<file path="src/rtl/lpm_pkg.sv">
package lpm_pkg;

    typedef enum logic [1:0] {
        ST_RUN    = 2'd0,
        ST_DOZE   = 2'd1,
        ST_HALT   = 2'd2,
        ST_SETTLE = 2'd3
    } lpm_state_e;

    // Registered control outputs other than the per-peripheral enables
    typedef struct packed {
        logic osc;
        logic cpu;
        logic hold;
        logic mclr;
        logic mset;
    } lpm_ctl_t;

    localparam lpm_ctl_t CTL_RESET = '{osc: 1'b1, cpu: 1'b0, hold: 1'b1,
                                       mclr: 1'b0, mset: 1'b0};

endpackage

</file>
<file path="src/rtl/lpm_settle_cnt.sv">
// Settling window counter: clears while idle, counts while enabled,
// flags the last cycle of a SETTLE_CYC-long window.
module lpm_settle_cnt #(
    parameter int SETTLE_CYC = 4064
) (
    input  logic clk,
    input  logic rst_n,
    input  logic count_en,
    output logic done
);
    localparam int CNT_W = (SETTLE_CYC > 2) ? $clog2(SETTLE_CYC) : 1;
    localparam logic [CNT_W-1:0] LAST = CNT_W'(SETTLE_CYC - 1);

    logic [CNT_W-1:0] cnt_q;

    always_ff @(posedge clk or negedge rst_n) begin
        if (!rst_n) begin
            cnt_q <= '0;
        end else if (!count_en) begin
            cnt_q <= '0;
        end else if (cnt_q != LAST) begin
            cnt_q <= cnt_q + 1'b1;
        end
    end

    assign done = count_en && (cnt_q == LAST);

endmodule

</file>
<file path="src/rtl/lpm_fsm.sv">
// Mode sequencer: state register plus next-state decode.
module lpm_fsm
    import lpm_pkg::*;
(
    input  logic       clk,
    input  logic       rst_n,
    input  logic       stop_req,
    input  logic       wait_req,
    input  logic       ext_irq,
    input  logic       irq_pend,
    input  logic       settle_done,
    output lpm_state_e state_q,
    output lpm_state_e state_d,
    output logic       cause_rst_q,
    output logic       cause_rst_d
);

    // State register; reset enters the settling window with reset cause
    always_ff @(posedge clk or negedge rst_n) begin
        if (!rst_n) begin
            state_q     <= ST_SETTLE;
            cause_rst_q <= 1'b1;
        end else begin
            state_q     <= state_d;
            cause_rst_q <= cause_rst_d;
        end
    end

    // Next-state decode
    always_comb begin
        state_d     = state_q;
        cause_rst_d = cause_rst_q;
        unique case (state_q)
            ST_RUN: begin
                if (stop_req) begin
                    state_d = ST_HALT;
                end else if (wait_req) begin
                    state_d = ST_DOZE;
                end
            end
            ST_DOZE: begin
                if (ext_irq || irq_pend) begin
                    state_d = ST_RUN;
                end
            end
            ST_HALT: begin
                if (ext_irq) begin
                    state_d     = ST_SETTLE;
                    cause_rst_d = 1'b0;
                end
            end
            ST_SETTLE: begin
                if (settle_done) begin
                    state_d     = ST_RUN;
                    cause_rst_d = 1'b0;
                end
            end
            default: state_d = ST_RUN;
        endcase
    end

endmodule

</file>
<file path="src/rtl/lpm_gate_out.sv">
// Output register: every enable and pulse comes straight from a flop,
// loaded from the next-state decode so outputs line up with the state.
module lpm_gate_out
    import lpm_pkg::*;
#(
    parameter int N_PERIPH = 4
) (
    input  logic                clk,
    input  logic                rst_n,
    input  lpm_state_e          state_q,
    input  lpm_state_e          state_d,
    input  logic                cause_rst_q,
    input  logic                cause_rst_d,
    input  logic [N_PERIPH-1:0] periph_en,
    output logic                osc_en,
    output logic                cpu_clk_en,
    output logic                hold_rst,
    output logic                imask_clr,
    output logic                imask_set,
    output logic [N_PERIPH-1:0] periph_clk_en
);

    lpm_ctl_t ctl_d;
    lpm_ctl_t ctl_q;
    logic     periph_allow_d;

    // Output decode from the upcoming state
    always_comb begin
        ctl_d          = '0;
        periph_allow_d = 1'b0;
        unique case (state_d)
            ST_RUN: begin
                ctl_d.osc      = 1'b1;
                ctl_d.cpu      = 1'b1;
                periph_allow_d = 1'b1;
                ctl_d.mset     = (state_q == ST_SETTLE) && cause_rst_q;
            end
            ST_DOZE: begin
                ctl_d.osc      = 1'b1;
                periph_allow_d = 1'b1;
                ctl_d.mclr     = (state_q == ST_RUN);
            end
            ST_HALT: begin
                ctl_d.mclr     = (state_q == ST_RUN);
            end
            ST_SETTLE: begin
                ctl_d.osc      = 1'b1;
                ctl_d.hold     = cause_rst_d;
            end
            default: ctl_d = '0;
        endcase
    end

    always_ff @(posedge clk or negedge rst_n) begin
        if (!rst_n) begin
            ctl_q <= CTL_RESET;
        end else begin
            ctl_q <= ctl_d;
        end
    end

    // One gate-enable flop per peripheral
    for (genvar gi = 0; gi < N_PERIPH; gi++) begin : g_pclk
        logic en_q;
        always_ff @(posedge clk or negedge rst_n) begin
            if (!rst_n) begin
                en_q <= 1'b0;
            end else begin
                en_q <= periph_allow_d & periph_en[gi];
            end
        end
        assign periph_clk_en[gi] = en_q;
    end

    assign osc_en     = ctl_q.osc;
    assign cpu_clk_en = ctl_q.cpu;
    assign hold_rst   = ctl_q.hold;
    assign imask_clr  = ctl_q.mclr;
    assign imask_set  = ctl_q.mset;

endmodule

</file>
<file path="src/rtl/lpm_ctrl.sv">
// Stop/wait low-power controller top level.
module lpm_ctrl
    import lpm_pkg::*;
#(
    parameter int N_PERIPH   = 4,
    parameter int SETTLE_CYC = 4064
) (
    input  logic                clk,
    input  logic                rst_n,
    input  logic                stop_req,
    input  logic                wait_req,
    input  logic                ext_irq,
    input  logic                irq_pend,
    input  logic [N_PERIPH-1:0] periph_en,
    output logic                osc_en,
    output logic                cpu_clk_en,
    output logic [N_PERIPH-1:0] periph_clk_en,
    output logic                hold_rst,
    output logic                imask_clr,
    output logic                imask_set
);

    lpm_state_e state_q;
    lpm_state_e state_d;
    logic       cause_rst_q;
    logic       cause_rst_d;
    logic       settle_done;

    lpm_fsm u_fsm (
        .clk         (clk),
        .rst_n       (rst_n),
        .stop_req    (stop_req),
        .wait_req    (wait_req),
        .ext_irq     (ext_irq),
        .irq_pend    (irq_pend),
        .settle_done (settle_done),
        .state_q     (state_q),
        .state_d     (state_d),
        .cause_rst_q (cause_rst_q),
        .cause_rst_d (cause_rst_d)
    );

    lpm_settle_cnt #(
        .SETTLE_CYC (SETTLE_CYC)
    ) u_cnt (
        .clk      (clk),
        .rst_n    (rst_n),
        .count_en (state_q == ST_SETTLE),
        .done     (settle_done)
    );

    lpm_gate_out #(
        .N_PERIPH (N_PERIPH)
    ) u_out (
        .clk           (clk),
        .rst_n         (rst_n),
        .state_q       (state_q),
        .state_d       (state_d),
        .cause_rst_q   (cause_rst_q),
        .cause_rst_d   (cause_rst_d),
        .periph_en     (periph_en),
        .osc_en        (osc_en),
        .cpu_clk_en    (cpu_clk_en),
        .hold_rst      (hold_rst),
        .imask_clr     (imask_clr),
        .imask_set     (imask_set),
        .periph_clk_en (periph_clk_en)
    );

endmodule

</file>
<file path="config.mk">
export PLATFORM = sky130hd
export DESIGN_NAME = lpm_ctrl
export DESIGN_NICKNAME = d
export VERILOG_FILES = /design/src/rtl/lpm_pkg.sv /design/src/rtl/lpm_settle_cnt.sv /design/src/rtl/lpm_fsm.sv /design/src/rtl/lpm_gate_out.sv /design/src/rtl/lpm_ctrl.sv
export SDC_FILE = /design/constraint.sdc
export NUM_CORES = 1
export LEC_CHECK = 0
export BUFFER_PORTS_ARGS = -buffer_cell sky130_fd_sc_hd__buf_2
export CORE_UTILIZATION = 54
export DETAILED_ROUTE_END_ITERATION = 6
export PLACE_DENSITY = 0.83
export SLEW_MARGIN = 10
export SYNTH_ARGS = -nofsm -noshare
export SYNTH_HDL_FRONTEND = slang
export SYNTH_SLANG_ARGS = --single-unit
</file>
<file path="constraint.sdc">
create_clock -name clk -period 2.33 [get_ports clk]
set_input_delay 0.233 -clock clk [delete_from_list [all_inputs] [get_ports clk]]
set_output_delay 0.233 -clock clk [all_outputs]
set_load 0.01 [all_outputs]
</file>
==> key figures <==
STA
  – Sum Neg Setup Slack: 0 ns
  – Relative slew slack: 0.6538
  – Worst Clk Skew: between 0.004 and 0.005 ns
  – Min cycle time layout: 2.136 ns
  – Final setup vio count: 0
  – Fin crit share: 0.9168
  – Max Fclk: approximately 0.47 GHz
  – Final hold violations: 0
  – Slew Limit Fails: 0
  – Unrepaired setup endpoints after global routing: false
  – Worst-Margin Slew: 0.5194 ns

Yosys
  – Ys async rst share: 1.000
  – #FFs+latches synth: 24
  – Primary FF master, synth: dfrtp_1
  – Mapped Nets: 117
  – Yosys warns: 0
  – Synth Cell Area: 1126 sq um
  – Synth cell types: 31
  – Syn Area/Cell: about 11 sq um
  – Number of flops mapped to enable cells by yosys: 0
  – Post-synthesis cell count: 102
  – Sequential share of the synthesized area: 0.5389

Global routing
  – Global route overflow: 0
  – Largest net degree at the start of global routing: 25
  – First-pass GRT wire length: 2.787 mm
  – All-Layer GR Usage: 0.1781
  – Vias in the first global route: 642
  – Initial antenna violation count: 0

Power and ir drop
  – Leakage: 0.6165 nW
  – Switch Pwr: about 310 uW
  – PD cells: 850.3 nW/um^2
  – Share of power burned in registers: 0.508
  – Switching share of power: 0.2914
  – Total power: between 1 and 1.5 mW
  – Clock share of power: 0.269
  – Peak supply drop: ~590 uV
  – Combinational Power Share: 0.223
  – Internal: 761.4 uW

Floorplan
  – IO Pins: 19
  – Core area: slightly below 2000 sq um
  – DIE WIDTH: around 48 microns
  – Height of the die: 47.67 microns
  – Die area: 2272 sq um
  – Initial Util: 0.5740
  – Row cnt: 16

Drt
  – Starting DRT DRC Count: 17
  – Post-route ant nets: 0
  – DRC Markers: 0
  – Drt total wl: about 1.8 mm
  – Vias per cell: 5.329
  – Avg WL per Cell: 12.56 microns
  – Vias: 778
  – Router iterations before antenna repair: 4

Clocking
  – CTS HTree Levels: 1
  – CTS tree: yes
  – Post-CTS Setup Repair Bufs: 0
  – CTS clk-pin slew, worst paths: 0.13 ns
  – CTS sink cnt: 24
  – Clock buffer depth: 2
  – Clock root cell: clkbuf_4
  – TritonCTS Buffers: 3
  – Worst skew pair latency: 0.30 ns

Placed design
  – Hpwl dp: 1.330 mm
  – Post-placement cell count: 141
  – Cell Area, Placed: 1201 sq um
  – Port bufs: 18
  – Placer's final routability congestion estimate: 0.8794

Worst setup path
  – Critical path required time: about 2.5 ns
  – CP arrival: 2.33 ns
  – Worst path slowest cell: dfrtp_1
  – Crit Path Class: register to register
  – Critical path launch point type: register
  – Largest delay share family, worst path: simple AND/OR/NAND/NOR gates
  – Worst-path cell chain: ha_1 -> and4_1 -> and4_4 -> o221a_2 -> inv_1 -> ha_1 -> nor2_1 -> nor2b_1
  – Crit path max fanout: 7
  – CP Buf/Inv Count: 1
  – Crit-path max cell delay: 0.40 ns
  – Crit path top cell by count: ha_1
  – Critical path endpoint category: register

Run
  – Max cap viols: 0

Cells and area
  – Syn-to-layout area delta: 12.22%
  – Share of layout cells above drive strength 1: 0.2605
  – Diodes inserted: 0
  – Finished Core Util: 0.6441
  – Non-Filler Instances: between 100 and 150
  – Final nets: 135
  – Design Area, Final: about 1300 sq um

Status
  – Status: completed

Worst hold path
  – Min-Delay Path Class: primary input to register
## path summary, 6_finish.rpt
| check | depth (start not counted) | slack, ns | endpoint | startpoint |
|---|---|---|---|---|
| worst max register to register | 8 | 0.19 | u_out.g_pclk[0].en_q$_DFF_PN0_ | u_cnt.cnt_q[0]$_DFFE_PN0N_ |
| worst min register to register | 1 | 0.48 | u_fsm.cause_rst_q$_DFF_PN1_ | u_fsm.cause_rst_q$_DFF_PN1_ |
| worst max-delay path | 8 | 0.19 | u_out.g_pclk[0].en_q$_DFF_PN0_ | u_cnt.cnt_q[0]$_DFFE_PN0N_ |
| min in group asynchronous | 2 | 0.44 | u_out.imask_set$_DFF_PN0_ | rst_n |
| max in group asynchronous | 2 | 1.53 | u_fsm.cause_rst_q$_DFF_PN1_ | rst_n |
| worst min-delay path | 2 | 0.14 | u_out.g_pclk[2].en_q$_DFF_PN0_ | periph_en[2] |
## logic make-up after synthesis
logic type | synth area share
AOI/OAI and AO/OA | 0.06889
xor gates and xnor gates | 0.05445
adders and majority gates | 0.05556
buffers and inverters | 0.06000
DFF | 0.5389
muxes | 0.008889
and+or+nand+nor | 0.2133
## stage by stage
step / hold slack, ns / setup slack [ns]
after floorplan: -0.06259 / 0.2710
after global placement: 0.2254 / 0.3195
after detailed placement: 0.2307 / 0.2358
after CTS: 0.1296 / 0.1954
after global routing: 0.1243 / 0.04111
final: 0.1370 / 0.1938
## worst reg2reg max path, stage by stage (launching register included)
cell and delay (ns):
dfrtp_1 0.40, ha_1 0.22, and4_1 0.32, and4_4 0.30, o221a_2 0.23, inv_1 0.07
ha_1 0.19, nor2_1 0.21, nor2b_1 0.08
## cell usage in the layout (no fill, tap or decap), types with 4 or more instances in the layout
cell type and instances:
nand4_1 4, nand2_1 6, dfstp_2 5, xor2_1 6
nor2b_1 6, dfrtp_1 19, ha_1 5, nor2_1 11
buf_2 18, a21oi_1 4
## sequential cells by signal (all words and copies together) (netlist names)
name / cells
u_out.imask_set: 1
u_cnt.cnt_q: 12
u_fsm.cause_rst_q: 1
u_out.imask_clr: 1
u_out.g_pclk.en_q: 4
u_out.hold_rst: 1
u_fsm.state_q: 2
u_out.cpu_clk_en: 1
u_out.osc_en: 1
## routing by layer
layer / GRT usage / vias up / share of wire
met4: 0.06667 / 0 / 0.0098
met2: 0.2932 / 22 / 0.48
li1: - / 383 / -
met5: 0 / - / 0
met3: 0.03396 / 2 / 0.033
met1: 0.2349 / 371 / 0.47
## power groups by stage
| stage | sequential [mW] | combinational [mW] | clock, mW |
|---|---|---|---|
| finish | 0.545 | 0.240 | 0.289 |
| global route | 0.555 | 0.277 | 0.314 |
| CTS | 0.543 | 0.243 | 0.298 |
| detailed placement | 0.551 | 0.240 | 0 |
| global placement | 0.545 | 0.229 | 0 |
| floorplan | 0.540 | 0.163 | 0 |
## repair_timing
action | 4_1_cts | 5_1_grt
resized for setup | 0 | 0
hold buffers | 1 | 0
hold endpoints to repair | 19 | 0
## layout make-up
type | count | area (sq um)
multi-input combinational | 68 | 451.7
clock inverter | 1 | 30.03
timing repair buffer | 20 | 107.6
tap | 27 | 33.78
clock buffer | 3 | 22.52
sequential | 24 | 606.8
fill | 168 | 698.2
inverter | 3 | 11.26
## Yosys cell counts (3+ instances only)
library cell	n	area, sq um
nand2_1	6	22.52
buf_4	4	30.03
nand3_1	3	15.01
dfstp_2	5	131.4
nand4_1	4	25.02
nor2_1	11	41.29
dfrtp_1	19	475.5
a21oi_1	4	20.02
o21ai_0	3	15.01
xor2_1	6	52.55
inv_1	3	11.26
ha_1	5	62.56
nor2b_1	6	37.54
No activity file was read; power rests on OpenSTA's default activity.
